[config.mk]
export PLATFORM = sky130hd
export DESIGN_NAME = gpio_tri_port
export DESIGN_NICKNAME = d
export VERILOG_FILES = /design/src/rtl/gpio_pkg.sv /design/src/rtl/gpio_pin_sync.sv /design/src/rtl/gpio_port_bank.sv /design/src/rtl/gpio_tri_port.sv
export SDC_FILE = /design/constraint.sdc
export NUM_CORES = 1
export LEC_CHECK = 0
export ABC_CLOCK_PERIOD_IN_PS = 1300
export BUFFER_PORTS_ARGS = -buffer_cell sky130_fd_sc_hd__buf_2
export CORE_MARGIN = 4
export CORE_UTILIZATION = 47
export DETAILED_ROUTE_END_ITERATION = 10
export GPL_TIMING_DRIVEN = 0
export PLACE_DENSITY = 0.85
export SETUP_SLACK_MARGIN = 0.2
export SYNTH_ARGS = -nofsm -noshare
export SYNTH_HDL_FRONTEND = slang
export SYNTH_HIERARCHICAL = 1
export SYNTH_SLANG_ARGS = --single-unit
[constraint.sdc]
create_clock -name clk -period 1.3 [get_ports clk]
set_input_delay 0.26 -clock clk [delete_from_list [all_inputs] [get_ports clk]]
set_output_delay 0.26 -clock clk [all_outputs]
set_load 0.01 [all_outputs]
[src/rtl/gpio_pkg.sv]
package gpio_pkg;
    localparam int GP_AW    = 5;
    localparam int GP_DW    = 8;
    localparam int GP_NPORT = 3;
    localparam int GP_PA_W  = 7;

    // Base addresses; port i sits at base + i
    localparam logic [GP_AW-1:0] GP_DATA_BASE = 5'h00;
    localparam logic [GP_AW-1:0] GP_DIR_BASE  = 5'h05;

    // Port A pins claimed by neighbouring peripherals
    localparam int GP_TONE_BIT = 1;
    localparam int GP_CAP_BIT  = 2;
    localparam int GP_CMP_BIT  = 3;
endpackage

[src/rtl/gpio_pin_sync.sv]
module gpio_pin_sync #(
    parameter int W = 8
) (
    input  logic         clk,
    input  logic [W-1:0] pin_raw,
    output logic [W-1:0] pin_sync
);
    logic [W-1:0] s1_d, s1_q;
    logic [W-1:0] s2_d, s2_q;

    always_comb begin
        s1_d = pin_raw;
        s2_d = s1_q;
    end

    always_ff @(posedge clk) begin
        s1_q <= s1_d;
        s2_q <= s2_d;
    end

    assign pin_sync = s2_q;
endmodule

[src/rtl/gpio_port_bank.sv]
module gpio_port_bank #(
    parameter int           W    = 8,
    parameter logic [W-1:0] MASK = '1
) (
    input  logic         clk,
    input  logic         rst_n,
    input  logic         wr_lat,
    input  logic         wr_dir,
    input  logic [W-1:0] wdata,
    input  logic [W-1:0] pin_sync,
    output logic [W-1:0] lat,
    output logic [W-1:0] dir,
    output logic [W-1:0] rd_val
);
    logic [W-1:0] lat_d, lat_q;
    logic [W-1:0] dir_d, dir_q;

    always_comb begin
        lat_d = lat_q;
        dir_d = dir_q;
        if (wr_lat) lat_d = wdata & MASK;
        if (wr_dir) dir_d = wdata & MASK;
    end

    // Latch survives reset: no reset term on purpose
    always_ff @(posedge clk) begin
        lat_q <= lat_d;
    end

    always_ff @(posedge clk or negedge rst_n) begin
        if (!rst_n) dir_q <= '0;
        else        dir_q <= dir_d;
    end

    assign lat    = lat_q;
    assign dir    = dir_q;
    assign rd_val = ((dir_q & lat_q) | (~dir_q & pin_sync)) & MASK;
endmodule

[src/rtl/gpio_tri_port.sv]
module gpio_tri_port
    import gpio_pkg::*;
#(
    parameter int AW    = GP_AW,
    parameter int DW    = GP_DW,
    parameter int PA_W  = GP_PA_W,
    parameter int NPORT = GP_NPORT
) (
    input  logic            clk,
    input  logic            rst_n,
    input  logic [AW-1:0]   bus_addr,
    input  logic [DW-1:0]   bus_wdata,
    input  logic            bus_wr,
    input  logic            bus_rd,
    output logic [DW-1:0]   bus_rdata,
    input  logic [PA_W-1:0] pa_in,
    output logic [PA_W-1:0] pa_out,
    output logic [PA_W-1:0] pa_oe,
    input  logic [DW-1:0]   pb_in,
    output logic [DW-1:0]   pb_out,
    output logic [DW-1:0]   pb_oe,
    input  logic [DW-1:0]   pc_in,
    output logic [DW-1:0]   pc_out,
    output logic [DW-1:0]   pc_oe,
    input  logic            dac_en,
    input  logic            dac_tone,
    input  logic            cap_en,
    output logic            cap_sync,
    input  logic            cmp_en,
    input  logic            cmp_level
);
    localparam logic [DW-1:0] PA_MASK = DW'((1 << PA_W) - 1);

    logic [NPORT-1:0][DW-1:0] pin_raw_all;
    logic [NPORT-1:0][DW-1:0] pin_sync_all;
    logic [NPORT-1:0][DW-1:0] lat_all;
    logic [NPORT-1:0][DW-1:0] dir_all;
    logic [NPORT-1:0][DW-1:0] rdv_all;
    logic [NPORT-1:0]         wr_lat_v;
    logic [NPORT-1:0]         wr_dir_v;

    assign pin_raw_all[0] = DW'(pa_in);
    assign pin_raw_all[1] = pb_in;
    assign pin_raw_all[2] = pc_in;

    // One synchronizer and one register bank per port
    for (genvar gi = 0; gi < NPORT; gi++) begin : g_port
        localparam logic [DW-1:0] MSK = (gi == 0) ? PA_MASK : {DW{1'b1}};

        assign wr_lat_v[gi] = bus_wr && (bus_addr == GP_DATA_BASE + AW'(gi));
        assign wr_dir_v[gi] = bus_wr && (bus_addr == GP_DIR_BASE  + AW'(gi));

        gpio_pin_sync #(.W(DW)) u_sync (
            .clk      (clk),
            .pin_raw  (pin_raw_all[gi]),
            .pin_sync (pin_sync_all[gi])
        );

        gpio_port_bank #(.W(DW), .MASK(MSK)) u_bank (
            .clk      (clk),
            .rst_n    (rst_n),
            .wr_lat   (wr_lat_v[gi]),
            .wr_dir   (wr_dir_v[gi]),
            .wdata    (bus_wdata),
            .pin_sync (pin_sync_all[gi]),
            .lat      (lat_all[gi]),
            .dir      (dir_all[gi]),
            .rd_val   (rdv_all[gi])
        );
    end

    // Read path: two-process registered read data
    logic [DW-1:0] rdata_d, rdata_q;
    logic [DW-1:0] rsel;

    always_comb begin
        rsel = '0;
        for (int i = 0; i < NPORT; i++) begin
            if (bus_addr == GP_DATA_BASE + AW'(i)) rsel = rdv_all[i];
            if (bus_addr == GP_DIR_BASE  + AW'(i)) rsel = dir_all[i];
        end
        rdata_d = bus_rd ? rsel : rdata_q;
    end

    always_ff @(posedge clk or negedge rst_n) begin
        if (!rst_n) rdata_q <= '0;
        else        rdata_q <= rdata_d;
    end

    assign bus_rdata = rdata_q;

    // Port A pad control with peripheral overrides
    always_comb begin
        pa_out = lat_all[0][PA_W-1:0];
        pa_oe  = dir_all[0][PA_W-1:0];
        if (dac_en) begin
            pa_out[GP_TONE_BIT] = dac_tone;
            pa_oe[GP_TONE_BIT]  = 1'b1;
        end
        if (cap_en) begin
            pa_oe[GP_CAP_BIT] = 1'b0;
        end
        if (cmp_en) begin
            pa_out[GP_CMP_BIT] = cmp_level;
            pa_oe[GP_CMP_BIT]  = 1'b1;
        end
    end

    assign cap_sync = cap_en & pin_sync_all[0][GP_CAP_BIT];

    assign pb_out = lat_all[1];
    assign pb_oe  = dir_all[1];
    assign pc_out = lat_all[2];
    assign pc_oe  = dir_all[2];
endmodule

# --- Word-level counts from Yosys, hierarchy flattened ---
# Index checks and enable logic that the tools add are counted.
op_classes:
  muxes: 11
  mul: 0
  eq_ne: 5
  n_div: 0
  reduce_logical: 7
  add_sub_neg: 0
  bitwise: 13
  n_shift: 0
  magnitude_cmp: 0
ops:
  columns: ["operator", "count"]
  rows:
  - ["$and 8x8->8", 4]
  - ["$mux 8", 4]
  - ["$not 8->8", 2]
  - ["$or 8x8->8", 2]
  - ["$eq 5x3->1 const B", 3]
  - ["$and 7x7->7", 2]
  - ["$mux 7", 2]
  - ["$not 7->7", 1]
  - ["$or 7x7->7", 1]
  - ["$logic_and 1x1->1", 6]
  - ["$eq 5x1->1 const B", 1]
  - ["$eq 5x2->1 const B", 1]
  - ["$logic_not 5->1", 1]
  - ["$mux 1", 5]
  - ["$and 1x1->1", 1]
word_totals:
  mem_bits_rw: 0
  word_cells: 49
  input_bits: 45
  latchBits: 0
  ff_bits: 100
  romBits: 0
  mem_count: 0

# --- Depth between registers and ports, before layout ---
depth:
  ltp_word: 9
  ltp_mapped: 7
  mapped_depth_nobuf: 5

# --- Hierarchy ---
# Netlist, hierarchy kept.
modules_own_cells:
  columns: ["mod", "area_per_inst_um2", "n_inst", "seq_area_each_um2", "cells_each"]
  rows:
  - ["gpio_port_bank (g_port[1].u_bank ...)", 661.9, 2, 440.4, 33]
  - ["gpio_pin_sync", 320.3, 3, 320.3, 16]
  - ["gpio_tri_port", 954.7, 1, 200.2, 127]
  - ["gpio_port_bank (g_port[0].u_bank)", 606.8, 1, 385.4, 33]

# --- Worst setup path after synthesis ---
# OpenSTA, ideal clock, no wires.
synth_path:
  path_type: "input to register"
  startpoint: "in bus_addr[2]"
  endpoint: "reg g_port[2].u_bank.lat_q[0] (enable)"
  n_path_buf: 3
  cell_stages: 4
  setup_time_ns: 0.395
  slack_ns: -0.691
  required_time_ns: 0.905
  arrival_time_ns: 1.596
  path_cell_list: "buf_4 buf_6 buf_6 nor4_1"
synth_via:
  elab_chain_len: 2
synth_rtl:
  columns: ["item", "line", "rtl"]
  rows:
  - ["start: declaration", "gpio_tri_port.sv:11", "input logic [AW-1:0] bus_addr,"]
  - ["$eq 5x2->1", "gpio_tri_port.sv:50", "assign wr_lat_v[gi] = bus_wr && (bus_addr == GP_DATA_BASE + AW'(gi));"]
  - ["$logic_and 1x1->1", "gpio_tri_port.sv:50", null]
  - ["named net wr_lat_v[2]", "gpio_tri_port.sv:39", "logic [NPORT-1:0] wr_lat_v;"]
  - ["end signal: assignment", "gpio_port_bank.sv:27", "lat_q <= lat_d;"]
  - ["end: declaration", "gpio_port_bank.sv:15", "logic [W-1:0] lat_d, lat_q;"]
# The timed path passes the listed nets, and every way through them passes these cells.
# A chain may end at the register's enable or synchronous reset.

==> metrics <==
outcome finished, violations left; violations in the final reports setup timing; total length of routed met2 wires 5870 um; fraction of layout instances using a drive strength above 1 57.4%; sink of the worst hold path g_port[1].u_bank/lat[7]; class of the tightest hold or removal check input port to flop; instance count along the most critical hold path 1; GRT Residual Overflow 0; met1 WL 4540 um; max-capacitance violation count 0; worst flop-to-flop path endpoint bus_rdata[6]; CP startpoint kind flop; placeable core region 7810 um^2; final number of max-transition violations 0; required time at the endpoint of the critical path 1.54 ns; Overall Power 7380 uW; clock transition time at the flip-flop clock pins of the worst setup and hold paths 0.10 ns; CTS tree done; maximum number of pins on one net before global-route repair 32; layout net count 514; GP Congestion 0.916; FF-to-FF Start g_port[1].u_bank/dir[6]; fin crit period 1.47 ns; unrepaired setup endpoints after global routing true; GRT Resource Usage Total 22.6%; x dimension of the die 97.9 um; Num CTS Buffers 9; number of I/O pins 100; post-route worst setup slack -0.166 ns; final-report hold violation count 0; Post-Syn Instances 270; leakage power figure 0.00266 uW; total length of routed wires 12100 um; arrival time at the worst endpoint 1.70 ns; Via density 5.48; clock latency of the later-clocked register in the worst-skew pair 0.37 ns; Post-Synthesis Cell Area 3790 um^2; Critical Setup Path Class flop to flop; final worst-path cycle share 113%; maximum vdd ir drop 0.755 mV; Die Ht 97.9 um; detailed route wirelength on metal3 1040 um; total via count in the routed design 3154; initial antenna violation count 0; violation count after the first detailed-route iteration 320; critical path's slowest cell dfrtp_1; highest metal layer with signal wires met4; effective utilization at floorplan 48.6%; setup slack of the worst register-to-register path -0.17 ns; average wire per standard cell 20.9 um; DIE AREA 9580 um^2; pwr dens 1270 nW/um^2; transition time of the tightest slew-check pin 0.558 ns; Sinks on Clock Net 100; number of buffers between clock root and the deepest sink 2; highest clock rate 682 MHz; CTS HTree Levels 3; pre-CTS worst setup slack -0.563 ns; largest fanout on the critical path 2; Final Hold Slack 0.128 ns; mean instance size in the synthesized netlist 14.1 um^2; startpoint of the worst hold path bus_wdata[7]; wire length of the first global-routing pass 17000 um; Cell Rows 32; first drt pass iteration count 4; post-route ant nets 0; number of cell instances on the worst register-to-register path 5; Setup crit end kind flop; Critical Path Max Stage Delay 0.43 ns; Port Buffers 98; Yosys Warn Count 6; sum of net half-perimeters after detailed placement 6250 um; Root Driver clkbuf_8; # DRC 0; via count of the first global-routing pass 3195; Setup violations, final 11; Layout area overhead 53.5%; Worst Skew 0.0134 ns; Max-Slew Margin vs Limit 62.5%; total inserted antenna cells 0; cell-by-cell listing of the critical path mux2_4, mux2i_1, nor2_1, a311oi_1, o41ai_1
-- area by class of cell --
type / count / area [um^2]
sequential: 100 / 2390
fill: 469 / 1980
timing repair buffer: 187 / 1460
multi-input combinational: 150 / 1460
buffer: 13 / 166
clock buffer: 11 / 141
tap: 102 / 128
clock inverter: 5 / 52.6
inverter: 8 / 30.0
-- stage by stage --
stage               instance area [um^2]  utilization [%]  std cells  setup TNS, ns
floorplan                           3870                -        271          -3.50
global placement                    4490             57.5        471         -17.92
detailed placement                  4490             57.5        471         -19.03
CTS                                 5500             70.5        556         -0.667
global route                        5830             74.6        576          -1.44
finish                              5830             74.6        576         -0.948
-- power breakdown --
group          switching (uW)  leakage [uW]  internal, uW  total (uW)
clock                    1030      0.000101           934        1960
combinational             709       0.00157          1080        1790
sequential                191      0.000992          3430        3620
total                    1930       0.00266          5450        7380
-- worst max-delay path by stage --
| stage | start | end | slack, ns | cells after the start |
|---|---|---|---|---|
| finish | g_port[1].u_bank/dir[6] | bus_rdata[6] | -0.17 | 5 |
| global route | g_port[1].u_bank/dir[6] | bus_rdata[6] | -0.24 | 5 |
| detailed placement | bus_addr[4] | g_port[2].u_bank/lat[7] | -0.56 | 4 |
| global placement | bus_addr[4] | g_port[2].u_bank/lat[5] | -0.60 | 4 |
| floorplan | bus_addr[2] | g_port[2].u_bank/lat[0] | -0.15 | 4 |
| CTS | g_port[0].u_bank/lat[1] | pa_out[1] | -0.14 | 2 |
-- worst max-delay path, delay by kind of cell, from the launching register on --
family / cells / cell delay (ns)
AND/OR/NAND/NOR: 1 / 0.08
flip-flops: 1 / 0.43
AO/OA/AOI/OAI: 2 / 0.36
multiplexers: 2 / 0.48
-- state kept, by name, indices dropped and copies added, names as in the netlist --
register                flops
g_port.u_bank/dir          23
bus_rdata                   8
g_port.u_bank/lat          23
g_port.u_sync/s1_q         23
g_port.u_sync/pin_sync     23
-- per-layer routing --
layer | track usage [%] | up-vias
met5 | 0 | -
met1 | 27.2 | 1516
met3 | 6.71 | 58
li1 | - | 1369
met2 | 38.4 | 211
met4 | 8.41 | 0
-- cells in the final DEF, fill, tap and decap left out, types with 6 or more instances in the layout --
cell            n
buf_2          69
buf_4          55
dfxtp_1        45
buf_6          44
mux2_4         32
dfrtp_1        31
dlygate4sd3_1  24
edfxtp_1       23
a21oi_1        19
mux2_2         16
clkbuf_8       10
inv_1           7
nor2_1          7
nand2_1         6
-- timing repair --
item                                   CTS  global route
hold buffers                            24             0
cloned                                   0             0
buffers inserted                        45            20
pin swaps                               12            10
endpoints found under the hold margin   54             0
setup endpoints to repair              109           134
resized for setup                       56            38
Note: power is estimated with default switching activity, not from simulation.
